--- src/rtl/tx_credit_pkg.sv ---
package tx_credit_pkg;
  localparam int NPOOL   = 6;
  localparam int NCLASS  = 3;
  localparam int CNT_W   = 16;
  localparam int AMT_H_W = 8;
  localparam int HDR_FW  = 3;
  localparam int DAT_FW  = 12;

  typedef enum logic [1:0] {
    CLS_POSTED = 2'd0,
    CLS_NONPOSTED = 2'd1,
    CLS_COMPL = 2'd2,
    CLS_NONE = 2'd3
  } cls_e;

  // pool p: class p/2, data pool when p is odd
  function automatic int pool_fw(int p);
    return ((p % 2) == 1 && p != 3) ? DAT_FW : HDR_FW;
  endfunction

  function automatic int pool_lsb(int p);
    int acc = 0;
    for (int i = 0; i < p; i++) acc += pool_fw(i);
    return acc;
  endfunction

  localparam int STATUS_W = pool_lsb(NPOOL);
  localparam int NPH_IDX = 2;
  localparam int NPD_IDX = 3;
endpackage

--- src/rtl/tx_credit_decode.sv ---
module tx_credit_decode
  import tx_credit_pkg::*;
(
  input  logic                   consume_i,
  input  logic [1:0]             consume_class_i,
  input  logic [AMT_H_W-1:0]     consume_hdr_i,
  input  logic [CNT_W-1:0]       consume_data_i,
  input  logic                   return_i,
  input  logic [1:0]             return_class_i,
  input  logic [AMT_H_W-1:0]     return_hdr_i,
  input  logic [CNT_W-1:0]       return_data_i,
  output logic [NPOOL*CNT_W-1:0] cons_amt_o,
  output logic [NPOOL*CNT_W-1:0] ret_amt_o
);
  localparam logic [CNT_W-AMT_H_W-1:0] PAD = '0;

  for (genvar p = 0; p < NPOOL; p++) begin : g_pool
    localparam logic [1:0] CLS = 2'(p / 2);
    localparam bit IS_DATA = (p % 2) == 1;
    logic [CNT_W-1:0] c_amt, r_amt;

    if (IS_DATA) begin : g_dat
      assign c_amt = consume_data_i;
      assign r_amt = return_data_i;
    end else begin : g_hdr
      assign c_amt = {PAD, consume_hdr_i};
      assign r_amt = {PAD, return_hdr_i};
    end

    assign cons_amt_o[p*CNT_W +: CNT_W] =
      (consume_i && consume_class_i == CLS) ? c_amt : '0;
    assign ret_amt_o[p*CNT_W +: CNT_W] =
      (return_i && return_class_i == CLS) ? r_amt : '0;
  end
endmodule

--- src/rtl/tx_credit_pool.sv ---
module tx_credit_pool #(
  parameter int CW        = 16,
  parameter int FW        = 3,
  parameter bit HAS_FLAGS = 1'b0
) (
  input  logic          clk_i,
  input  logic          rst_ni,
  input  logic          init_i,
  input  logic [CW-1:0] limit_i,
  input  logic [CW-1:0] cons_i,
  input  logic [CW-1:0] ret_i,
  output logic [FW-1:0] field_o,
  output logic          one_o,
  output logic          viol_o
);
  localparam logic [CW-1:0] CNT_MAX = '1;
  localparam logic [FW-1:0] F_MAX   = '1;
  localparam logic [CW-1:0] F_MAX_W = {{(CW-FW){1'b0}}, F_MAX};
  localparam logic [CW-1:0] ONE_W   = CW'(1);

  logic [CW-1:0] cnt_q, cnt_d, after_ret;
  logic [CW:0]   sum;
  logic          inf_q, inf_d, over, viol_set;
  logic [FW-1:0] field_d;

  always_comb begin
    sum       = {1'b0, cnt_q} + {1'b0, ret_i};
    after_ret = sum[CW] ? CNT_MAX : sum[CW-1:0];
    over      = cons_i > after_ret;
    cnt_d     = cnt_q;
    inf_d     = inf_q;
    if (init_i) begin
      cnt_d = limit_i;
      inf_d = (limit_i == '0);
    end else if (!inf_q) begin
      cnt_d = over ? '0 : after_ret - cons_i;
    end
    if (inf_d)                field_d = F_MAX;
    else if (cnt_d > F_MAX_W) field_d = F_MAX;
    else                      field_d = cnt_d[FW-1:0];
    viol_set = !init_i && !inf_q && over;
  end

  always_ff @(posedge clk_i or negedge rst_ni) begin
    if (!rst_ni) begin
      cnt_q   <= '0;
      inf_q   <= 1'b0;
      field_o <= '0;
    end else begin
      cnt_q   <= cnt_d;
      inf_q   <= inf_d;
      field_o <= field_d;
    end
  end


  init_load_chk: assert property (@(posedge clk_i) disable iff (!rst_ni)
    init_i |=> (cnt_q == $past(limit_i)));


  inf_hold_chk: assert property (@(posedge clk_i) disable iff (!rst_ni)
    (inf_q && !init_i) |=> (field_o == F_MAX && $stable(cnt_q)));


  idle_stable_chk: assert property (@(posedge clk_i) disable iff (!rst_ni)
    (!init_i && cons_i == '0 && ret_i == '0) |=> $stable(cnt_q));

  if (HAS_FLAGS) begin : g_flags
    logic one_q, viol_q;
    always_ff @(posedge clk_i or negedge rst_ni) begin
      if (!rst_ni) begin
        one_q  <= 1'b0;
        viol_q <= 1'b0;
      end else begin
        if (init_i) one_q <= (limit_i == ONE_W);
        if (viol_set) viol_q <= 1'b1;
      end
    end
    assign one_o  = one_q;
    assign viol_o = viol_q;


    viol_sticky_chk: assert property (@(posedge clk_i) disable iff (!rst_ni)
      viol_o |=> viol_o);


    one_set_chk: assert property (@(posedge clk_i) disable iff (!rst_ni)
      (init_i && limit_i == ONE_W) |=> one_o);


    one_hold_chk: assert property (@(posedge clk_i) disable iff (!rst_ni)
      !init_i |=> $stable(one_o));
  end else begin : g_noflags
    assign one_o  = 1'b0;
    assign viol_o = 1'b0;
  end
endmodule

--- src/rtl/tx_credit_monitor.sv ---
module tx_credit_monitor
  import tx_credit_pkg::*;
(
  input  logic                   clk_i,
  input  logic                   rst_ni,
  input  logic                   fc_init_i,
  input  logic [NPOOL*CNT_W-1:0] init_limit_i,
  input  logic                   consume_i,
  input  logic [1:0]             consume_class_i,
  input  logic [AMT_H_W-1:0]     consume_hdr_i,
  input  logic [CNT_W-1:0]       consume_data_i,
  input  logic                   return_i,
  input  logic [1:0]             return_class_i,
  input  logic [AMT_H_W-1:0]     return_hdr_i,
  input  logic [CNT_W-1:0]       return_data_i,
  output logic [STATUS_W-1:0]    cred_status_o,
  output logic                   np_hdr_one_o,
  output logic                   np_data_one_o,
  output logic                   np_hdr_viol_o,
  output logic                   np_data_viol_o
);
  localparam logic [NPOOL-1:0] NPH_MASK = NPOOL'(1) << NPH_IDX;
  localparam logic [NPOOL-1:0] NPD_MASK = NPOOL'(1) << NPD_IDX;

  logic [NPOOL*CNT_W-1:0] cons_amt, ret_amt;
  logic [NPOOL-1:0]       one_w, viol_w;

  tx_credit_decode u_decode (
    .consume_i       (consume_i),
    .consume_class_i (consume_class_i),
    .consume_hdr_i   (consume_hdr_i),
    .consume_data_i  (consume_data_i),
    .return_i        (return_i),
    .return_class_i  (return_class_i),
    .return_hdr_i    (return_hdr_i),
    .return_data_i   (return_data_i),
    .cons_amt_o      (cons_amt),
    .ret_amt_o       (ret_amt)
  );

  for (genvar p = 0; p < NPOOL; p++) begin : g_pool
    localparam int FW  = pool_fw(p);
    localparam int LSB = pool_lsb(p);
    tx_credit_pool #(
      .CW        (CNT_W),
      .FW        (FW),
      .HAS_FLAGS (p == NPH_IDX || p == NPD_IDX)
    ) u_pool (
      .clk_i   (clk_i),
      .rst_ni  (rst_ni),
      .init_i  (fc_init_i),
      .limit_i (init_limit_i[p*CNT_W +: CNT_W]),
      .cons_i  (cons_amt[p*CNT_W +: CNT_W]),
      .ret_i   (ret_amt[p*CNT_W +: CNT_W]),
      .field_o (cred_status_o[LSB +: FW]),
      .one_o   (one_w[p]),
      .viol_o  (viol_w[p])
    );
  end

  // only the non-posted pools carry flags; others read 0
  assign np_hdr_one_o   = |(one_w & NPH_MASK);
  assign np_data_one_o  = |(one_w & NPD_MASK);
  assign np_hdr_viol_o  = |(viol_w & NPH_MASK);
  assign np_data_viol_o = |(viol_w & NPD_MASK);


  rst_clear_chk: assert property (@(posedge clk_i)
    $rose(rst_ni) |-> (cred_status_o == '0 && !np_hdr_viol_o && !np_data_viol_o));
endmodule

--- config.mk ---
export PLATFORM = sky130hd
export DESIGN_NAME = tx_credit_monitor
export DESIGN_NICKNAME = d
export VERILOG_FILES = /design/src/rtl/tx_credit_pkg.sv /design/src/rtl/tx_credit_decode.sv /design/src/rtl/tx_credit_pool.sv /design/src/rtl/tx_credit_monitor.sv
export SDC_FILE = /design/constraint.sdc
export NUM_CORES = 1
export LEC_CHECK = 0
export BUFFER_PORTS_ARGS = -buffer_cell sky130_fd_sc_hd__buf_2
export CAP_MARGIN = 40
export CELL_PAD_IN_SITES_DETAIL_PLACEMENT = 1
export CELL_PAD_IN_SITES_GLOBAL_PLACEMENT = 1
export CORE_MARGIN = 4
export CORE_UTILIZATION = 37
export CTS_CLUSTER_DIAMETER = 200
export DETAILED_ROUTE_END_ITERATION = 7
export PLACE_DENSITY = 0.81
export SKIP_LAST_GASP = 1
export SLEW_MARGIN = 20
export SYNTH_ARGS = -nofsm -noshare
export SYNTH_HDL_FRONTEND = slang
export SYNTH_SLANG_ARGS = --single-unit
--- constraint.sdc ---
create_clock -name clk_i -period 13.9 [get_ports clk_i]
set_clock_uncertainty 0.2 [all_clocks]
set_input_delay 2.085 -clock clk_i [delete_from_list [all_inputs] [get_ports clk_i]]
set_output_delay 2.085 -clock clk_i [all_outputs]
set_load 0.01 [all_outputs]
==> results of run 1 <==
-- critical path, delay by kind of cell --
family / cells / cell delay, ps
compound gates: 15 / 3930
simple gates: 8 / 1770
fa+ha+maj: 3 / 1010
buf+inv: 2 / 310
-- how the worst max path moves through the flow --
stage                                                   endpoint  slack, ps  cells past startpoint
final                      g_pool[3].u_pool.field_o[2]$_DFF_PN0_       4870                     28
after global routing       g_pool[3].u_pool.field_o[2]$_DFF_PN0_       4410                     28
after CTS                 g_pool[1].u_pool.field_o[10]$_DFF_PN0_       4860                     28
after detailed placement  g_pool[1].u_pool.field_o[10]$_DFF_PN0_       4350                     28
after global placement     g_pool[5].u_pool.field_o[9]$_DFF_PN0_       4310                     28
after floorplan            g_pool[5].u_pool.field_o[9]$_DFF_PN0_       5870                     29
-- final cells by class --
type / instances / area (sq um) / area share
Multi-Input combinational cell: 1675 / 11400 / 0.644
Clock buffer: 19 / 443 / 0.0251
Clock inverter: 13 / 210 / 0.0119
Tap cell: 532 / 666 / 0.0377
Sequential cell: 142 / 3550 / 0.201
Inverter: 65 / 244 / 0.0138
Timing Repair Buffer: 211 / 1170 / 0.0664
-- routing by layer --
metal	GRT usage	wire length [um]	up-vias
li1	-	-	7530
met1	0.301	24200	7927
met2	0.453	29100	407
met3	0.0459	2790	123
met4	0.112	2380	0
met5	0	0	-
-- where the power goes --
| group | internal (uW) | switching [uW] |
|---|---|---|
| registers | 543 | 148 |
| clock network | 323 | 210 |
| logic | 881 | 1290 |
-- Yosys cell counts, drive strengths merged, types with 22 or more instances --
library cell | number | area, sq um
xnor2 | 54 | 480
a21o | 41 | 308
o211ai | 22 | 184
and2 | 97 | 607
a22oi | 29 | 218
a31oi | 22 | 138
nor3 | 67 | 335
nor2b | 29 | 181
and3 | 23 | 150
nand3 | 46 | 230
nor2 | 109 | 409
xor2 | 45 | 394
o21a | 39 | 294
nor4 | 27 | 181
clkbuf | 57 | 224
nand4 | 22 | 144
inv | 65 | 244
nand2b | 46 | 288
ha | 144 | 1800
o21ai | 126 | 634
or3 | 24 | 151
dfrtp | 142 | 3550
a211oi | 28 | 220
a21oi | 131 | 659
nand2 | 258 | 968
-- through the flow --
| step | cells | util | setup WS, ps | power (uW) |
|---|---|---|---|---|
| after global placement | 2617 | 0.411 | 4310 | 2750 |
| final | 2657 | 0.430 | 4870 | 3400 |
| after global routing | 2657 | 0.430 | 4410 | 3670 |
| after detailed placement | 2621 | 0.412 | 4350 | 2830 |
| after floorplan | 1956 | - | 5870 | 2230 |
| after CTS | 2653 | 0.428 | 4860 | 3390 |
-- cell families after synthesis --
kind of cell	share of synthesized area
AO/OA/AOI/OAI	0.267
XOR/XNOR	0.0565
adder cells (fa/ha/maj)	0.132
buffers and inverters	0.0371
flip-flops	0.230
multiplexers	0.0120
AND/OR/NAND/NOR	0.266
-- registers in the layout, summed over array words and instances (netlist names) --
name and count:
g_pool.u_pool.cnt_q 96, g_pool.u_pool.field_o 36, g_pool.u_pool.inf_q 6, g_pool.u_pool.one_o 2
g_pool.u_pool.viol_o 2
==> qor.yml, run 1 <==
p_leak_uw: 0.00769
htreeDepth: 4
hp-start: "g_pool[2].u_pool.viol_o$_DFFE_PN0P_"
clk_pin_slew_worst_paths_ps: 60
min_period_over_period: 0.650
synth_cells: 1956
start_util: 0.376
cp-end-kind: "flop"
reg2regPathDepth: 23
hold_path.class: "flop to flop"
clk_latency_ps: 500
yosysWarnings: 0
slew_headroom: 0.425
synth-seq-cells: 142
avgRoutedWirePerCell_um: 22.0
rrSetupSlack_ps: 6610
placed_area_sq_um: 16900
critPathKind: "input pin to flop"
cts_setup_buffers: 0
clock.fmax_mhz: 111
ir_worst_vdd_mv: 0.102
cp-startpoint: "return_class_i[0]"
areaGrowthSynthToFinish_pct: 14.1
whs_ps: 277
grt_max_degree: 78
syn-num-nets: 2265
antenna_found_initial: 0
avgSynthCellArea_sq_um: 7.91
cts_num_sinks: 142
grt_first_pass_wirelength_um: 90300
chipWidth_um: 213
numCtsBuffers: 17
cp.arrival_ps: 9160
drive_gt1_frac: 0.144
die_area_sq_um: 45200
most-common-layout-cells: "nand2_1 (258), buf_2 (191), ha_1 (144), dfrtp_1 (142), a21oi_1 (130)"
netlist_area_sq_um: 15500
portBuffers: 192
num_rows: 74
powerDensity_nw_per_um2: 192
period_minus_slack_ps: 9030
fp.coreArea_sq_um: 41100
ctsHoldBuffers: 0
antennaDiodeCount: 0
min_to: "g_pool[2].u_pool.viol_o$_DFFE_PN0P_"
tns_ps: 0
cp_slowest_cell: "nor2_1"
grt-ovfl-total: 0
r2r_end: "g_pool[3].u_pool.field_o[2]$_DFF_PN0_"
firstDrtPassIters: 5
drv_cap: 0
wl_um: 58400
pin_count: 193
postLayoutCellArea_sq_um: 17700
grt_setup_unrepaired: "false"
cp.required_ps: 14030
cp_max_fo: 24
drt-initial-drc-count: 1081
crit_path_start_kind: "input pin"
layout_commonest_cell: "nand2_1"
whs_path_depth: 1
nFillCells: 5068
dp_hpwl_um: 47000
via_per_inst: 6.02
grt_pass1_vias: 16700
clockRootBuffer: "clkbuf_16"
fin_nets: 2421
synth_edf_count: 0
yosysSeqAreaShare: 0.230
cts_tree: "done"
crit_top_cell: "o21ai_0"
async_flop_share: 1.00
dieHeight_um: 213
drc: 0
cts-resized-gates: 0
r2r-start: "g_pool[3].u_pool.cnt_q[0]$_DFF_PN0_"
slowest_delay_ps: 590
synth_cell_types: 101
status: "completed"
finalSetupViolCount: 0
clockBufferDepth: 2
tightest_slew_ps: 862
gp_congestion: 0.929
grt_usage: 0.255
hold_violations: 0
ant_nets: 0
vias: 16000
synth_ff_type: "dfrtp_1"
drv_slew: 0
Note: power is estimated with default switching activity, not from simulation.
==> inputs of run 2 (changes only) <==
--- a/config.mk
+++ b/config.mk
@@ -5,6 +5,7 @@
 export SDC_FILE = /design/constraint.sdc
 export NUM_CORES = 1
 export LEC_CHECK = 0
+export ABC_AREA = 1
 export BUFFER_PORTS_ARGS = -buffer_cell sky130_fd_sc_hd__buf_2
 export CAP_MARGIN = 40
 export CELL_PAD_IN_SITES_DETAIL_PLACEMENT = 1
@@ -13,7 +14,7 @@
 export CORE_UTILIZATION = 37
 export CTS_CLUSTER_DIAMETER = 200
 export DETAILED_ROUTE_END_ITERATION = 7
-export PLACE_DENSITY = 0.81
+export PLACE_DENSITY = 0.87
 export SKIP_LAST_GASP = 1
 export SLEW_MARGIN = 20
 export SYNTH_ARGS = -nofsm -noshare
==> constraint.sdc (replaced) <==
create_clock -name clk_i -period 7.2 [get_ports clk_i]
set_clock_uncertainty 0.2 [all_clocks]
set_input_delay 1.08 -clock clk_i [delete_from_list [all_inputs] [get_ports clk_i]]
set_output_delay 1.08 -clock clk_i [all_outputs]
set_load 0.01 [all_outputs]
==> run 2 against run 1 <==
Sequential share of layout area up 0.17 points. Critical path depth up 4. Sequential power up 95%. Synthesized cell count up 19%. Register-to-register slack worse by 5300 ps. Area after synthesis down 0.62%.
==> qor.yml, run 2 <==
gp_congestion: 0.921
slew_headroom: 0.447
synth_cell_types: 61
slowest_delay_ps: 390
cts_tree: "done"
cp-end-kind: "flop"
drive_gt1_frac: 0.151
status: "completed"
ir_worst_vdd_mv: 0.170
multi_input_area_sq_um: 10500
hold_violations: 0
die_area_sq_um: 44900
vias: 16700
cp.arrival_ps: 6580
clk_pin_slew_worst_paths_ps: 70
areaGrowthSynthToFinish_pct: 13.9
r2r_end: "g_pool[3].u_pool.field_o[2]$_DFF_PN0_"
synth_cells: 2322
clockBufferDepth: 2
min_period_over_period: 0.896
fp.coreArea_sq_um: 40900
period_minus_slack_ps: 6450
async_flop_share: 1.00
crit_top_cell: "nand2_1"
drv_cap: 0
tns_ps: 0
whs_path_depth: 2
grt_pass1_vias: 17800
clockRootBuffer: "clkbuf_16"
num_rows: 74
cp_max_fo: 23
netlist_area_sq_um: 15400
register_area_sq_um: 3550
syn-num-nets: 2631
fin_nets: 2805
yosysTopAreaCellShare: 0.231
most-common-layout-cells: "nand2_1 (573), inv_1 (262), nor2_1 (254), nand3_1 (243), buf_2 (191)"
ant_nets: 0
synth_ff_type: "dfrtp_1"
chipWidth_um: 212
dp_hpwl_um: 48800
grt_first_pass_wirelength_um: 91600
numCtsBuffers: 17
p_total_uw: 6370
nFillCells: 5436
firstDrtPassIters: 5
min_to: "g_pool[2].u_pool.viol_o$_DFFE_PN0P_"
cp_slowest_cell: "fa_1"
portBuffers: 192
antennaDiodeCount: 0
yosys-top-cells-area: "dfrtp_1 (23%), nand2_1 (14%), ha_1 (12%)"
via_per_inst: 5.49
rrSetupSlack_ps: 1360
start_util: 0.376
synth-seq-cells: 142
r2r-start: "g_pool[3].u_pool.cnt_q[0]$_DFF_PN0_"
powerDensity_nw_per_um2: 364
top_register: "g_pool.u_pool.cnt_q"
synth_largest_area_cell: "dfrtp_1"
reg2regPathDepth: 28
cts_num_sinks: 142
wl_um: 58400
largest_register_ff_count: 96
avgSynthCellArea_sq_um: 6.62
largestRegisters: "g_pool.u_pool.cnt_q: 96 flops, g_pool.u_pool.field_o: 36 flops, g_pool.u_pool.inf_q: 6 flops"
drt-initial-drc-count: 854
clock.fmax_mhz: 155
antenna_found_initial: 0
cp.required_ps: 7330
yosysMostFrequentCell: "nand2_1"
p_leak_uw: 0.00902
finalSetupViolCount: 0
grt-ovfl-total: 0
yosysWarnings: 0
synth_edf_count: 0
grt_max_degree: 76
grt_setup_unrepaired: "false"
dieHeight_um: 212
layout_commonest_cell: "nand2_1"
synth_common_cells: "nand2_1 (573), inv_1 (262), nor2_1 (254)"
htreeDepth: 4
hold_path.class: "flop to flop"
critPathKind: "input pin to flop"
pin_count: 193
clk_latency_ps: 470
drv_slew: 0
avgRoutedWirePerCell_um: 19.2
hp-start: "g_pool[2].u_pool.viol_o$_DFFE_PN0P_"
grt_usage: 0.257
crit_path_start_kind: "input pin"
drc: 0
yosysSeqAreaShare: 0.231
tightest_slew_ps: 826
[run 2: changes by cell type after synthesis, moves of 48 or more]
cell     change
nor2_1     +145
inv_1      +197
nor3_1      -48
nand2_1    +315
nand3_1    +197
and2_1      -94
[run 2: area by class of cell]
| type | count | share of cell area |
|---|---|---|
| Inverter | 286 | 0.0613 |
| Clock inverter | 15 | 0.00793 |
| Multi-Input combinational cell | 1840 | 0.602 |
| Clock buffer | 17 | 0.0243 |
| Tap cell | 532 | 0.0380 |
| Timing Repair Buffer | 209 | 0.0637 |
| Sequential cell | 142 | 0.203 |
[run 2: worst max-delay path by stage]
| stage | cells past startpoint | start | to |
|---|---|---|---|
| finish | 32 | return_class_i[1] | g_pool[3].u_pool.field_o[2]$_DFF_PN0_ |
| global route | 32 | return_class_i[1] | g_pool[3].u_pool.field_o[2]$_DFF_PN0_ |
| CTS | 32 | return_class_i[1] | g_pool[3].u_pool.field_o[2]$_DFF_PN0_ |
| detailed placement | 32 | return_class_i[1] | g_pool[3].u_pool.field_o[2]$_DFF_PN0_ |
| global placement | 32 | return_class_i[1] | g_pool[3].u_pool.field_o[0]$_DFF_PN0_ |
| floorplan | 32 | return_class_i[1] | g_pool[3].u_pool.field_o[0]$_DFF_PN0_ |
[run 2: kinds of logic after synthesis]
family	synth area share
and+or+nand+nor	0.363
AOI/OAI and AO/OA	0.139
buffers and inverters	0.0848
adders and majority gates	0.133
DFF	0.231
xor gates and xnor gates	0.0495
[run 2: where the power goes]
part	leakage (uW)	internal [uW]	switching (uW)	total, uW
Sequential	0.00162	1070	281	1350
Combinational	0.00712	1490	2650	4140
Clock	0.000273	458	430	888
[run 2: timing repair]
| item | in CTS | in global routing |
|---|---|---|
| endpoints found under the setup margin | 0 | 3 |
| hold buffers | 0 | 0 |
| buffers inserted | 0 | 0 |
| resized for setup | 0 | 1 |
[run 2: critical path: cells and delay by family]
family                     cells  cell delay, ps
AOI/OAI and AO/OA              8            1680
buffers and inverters          5             570
and+or+nand+nor               16            2390
adders and majority gates      3             880
[run 2: layer usage]
metal  track usage  wire (um)  up-vias
li1              -          -     8024
met1         0.311      24400     8158
met2         0.464      29400      386
met3        0.0348       2400      114
met4        0.0931       2140        0
met5             0          0        -
[run 2: through the flow]
stage	hold slack, ps	utilization	setup WS (ps)	cell area (sq um)	cells
after global routing	303	0.428	92.8	17500	3041
after global placement	254	0.413	516	16900	3004
after floorplan	254	-	1200	15400	2322
after CTS	277	0.427	580	17500	3038
final	266	0.428	747	17500	3041
after detailed placement	257	0.413	79.2	16900	3006
==> inputs of run 3 (changes only) <==
--- a/config.mk
+++ b/config.mk
@@ -10,6 +10,7 @@
 export CAP_MARGIN = 40
 export CELL_PAD_IN_SITES_DETAIL_PLACEMENT = 1
 export CELL_PAD_IN_SITES_GLOBAL_PLACEMENT = 1
+export CORE_ASPECT_RATIO = 0.75
 export CORE_MARGIN = 4
 export CORE_UTILIZATION = 37
 export CTS_CLUSTER_DIAMETER = 200
@@ -20,3 +21,4 @@
 export SYNTH_ARGS = -nofsm -noshare
 export SYNTH_HDL_FRONTEND = slang
 export SYNTH_SLANG_ARGS = --single-unit
+export TNS_END_PERCENT = 30
==> run 3 against run 2 <==
Flip-flop and latch count unchanged. Critical path depth up 3. Combinational power grew 2%. Worst hold slack improved by 26 ps. Sequential share of layout area down 0.097 points. Sequential power hardly changed. Non-clock buffer count up 2. Die area about the same. Cell area rose by 0.48%. Critical endpoint is now g_pool[3].u_pool.field_o[0]$_DFF_PN0_. Largest cell class unchanged. Highest routed layer is now met5.
==> qor.yml, run 3 (synthesis gave the netlist of run 2 again) <==
status: "completed"
cp_slowest_cell: "fa_1"
clockBufferDepth: 2
multi_input_area_sq_um: 10500
nFillCells: 5422
cts-resized-gates: 0
grt_pass1_vias: 17700
ir_worst_vdd_mv: 0.205
via_per_inst: 5.54
cp_max_fo: 23
p_leak_uw: 0.00903
drv_slew: 0
chipWidth_um: 243
cp.arrival_ps: 6550
clockRootBuffer: "clkbuf_16"
drv_cap: 0
min_period_over_period: 0.889
cts_tree: "done"
slew_headroom: 0.449
cp.required_ps: 7350
die_area_sq_um: 44900
powerDensity_nw_per_um2: 368
fin_ws_ps: 799
crit_path_start_kind: "input pin"
avgRoutedWirePerCell_um: 19.9
cts_setup_buffers: 0
gp_congestion: 0.963
grt_first_pass_wirelength_um: 97200
num_rows: 64
fp.coreArea_sq_um: 40900
slowest_delay_ps: 410
portBuffers: 192
grt_usage: 0.272
vias: 17000
hold_path.class: "flop to flop"
htreeDepth: 4
largest_register_ff_count: 96
tightest_slew_ps: 823
register_area_sq_um: 3550
period_minus_slack_ps: 6400
clk_pin_slew_worst_paths_ps: 70
hold_violations: 0
drive_gt1_frac: 0.151
top_register: "g_pool.u_pool.cnt_q"
areaGrowthSynthToFinish_pct: 14.4
antenna_found_initial: 3
cp-end-kind: "flop"
grt_max_degree: 90
grt_setup_unrepaired: "false"
postLayoutCellArea_sq_um: 17600
most-common-layout-cells: "nand2_1 (573), inv_1 (262), nor2_1 (254), nand3_1 (243), buf_2 (190)"
ant_nets: 0
finalSetupViolCount: 0
tns_ps: 0
pin_count: 193
cts_num_sinks: 142
grt-ovfl-total: 0
numCtsBuffers: 17
wl_um: 61100
drc: 0
fin_nets: 2807
fin_util: 0.430
clk_latency_ps: 480
critPathKind: "input pin to flop"
clock.fmax_mhz: 156
crit_top_cell: "nand2_1"
place_ws_ps: 413
firstDrtPassIters: 6
largestRegisters: "g_pool.u_pool.cnt_q: 96 flops, g_pool.u_pool.field_o: 36 flops, g_pool.u_pool.inf_q: 6 flops"
ctsHoldBuffers: 0
layout_commonest_cell: "nand2_1"
placed_area_sq_um: 17000
dieHeight_um: 185
drt-initial-drc-count: 1473
dp_hpwl_um: 50600
start_util: 0.376
==> run 3: final timing paths <==
check                                                     from                                endpoint  slack, ps  depth (start not counted)
setup / recovery                             return_class_i[1]   g_pool[3].u_pool.field_o[0]$_DFF_PN0_        800                         35
hold / removal              g_pool[2].u_pool.one_o$_DFFE_PN0P_      g_pool[2].u_pool.one_o$_DFFE_PN0P_        290                          2
setup reg to reg           g_pool[3].u_pool.cnt_q[0]$_DFF_PN0_   g_pool[3].u_pool.field_o[0]$_DFF_PN0_       1410                         31
hold reg to reg             g_pool[2].u_pool.one_o$_DFFE_PN0P_      g_pool[2].u_pool.one_o$_DFFE_PN0P_        290                          2
max in group asynchronous                               rst_ni  g_pool[1].u_pool.field_o[11]$_DFF_PN0_       5350                          2
min in group asynchronous                               rst_ni    g_pool[5].u_pool.cnt_q[15]$_DFF_PN0_        310                          1
==> run 3: power breakdown <==
| part | leakage (uW) | total [uW] | switching [uW] | internal (uW) |
|---|---|---|---|---|
| clock network | 0.000275 | 927 | 414 | 513 |
| logic | 0.00713 | 4210 | 2710 | 1500 |
| registers | 0.00162 | 1330 | 265 | 1070 |
==> run 3: layout make-up <==
cell class              count  area share
clock inverters            14     0.00903
multi-input cells        1840       0.599
well taps                 561      0.0399
inverters                 286      0.0610
diodes                      2    0.000284
repair buffers            211      0.0651
clock buffers              17      0.0242
flip-flops and latches    142       0.202
==> run 3: routing by layer <==
metal,vias up,GRT usage,share of wire
met1,8336,0.376,0.46
met2,549,0.430,0.44
li1,8035,-,-
met5,-,0,0.00011
met4,2,0.102,0.032
met3,117,0.0464,0.068
==> run 3: metrics by stage <==
stage | std cells | hold slack [ps] | total power [uW]
after floorplan | 2322 | 254 | 4230
after global placement | 3037 | 259 | 5240
after detailed placement | 3039 | 276 | 5430
after CTS | 3070 | 297 | 6410
after global routing | 3073 | 307 | 7030
final | 3073 | 292 | 6470
==> run 3: worst max-delay path: cells and delay by family <==
family | cells | cell delay, ps
and+or+nand+nor | 16 | 1890
AOI/OAI and AO/OA | 9 | 1660
buffers and inverters | 8 | 1150
adders and majority gates | 2 | 770
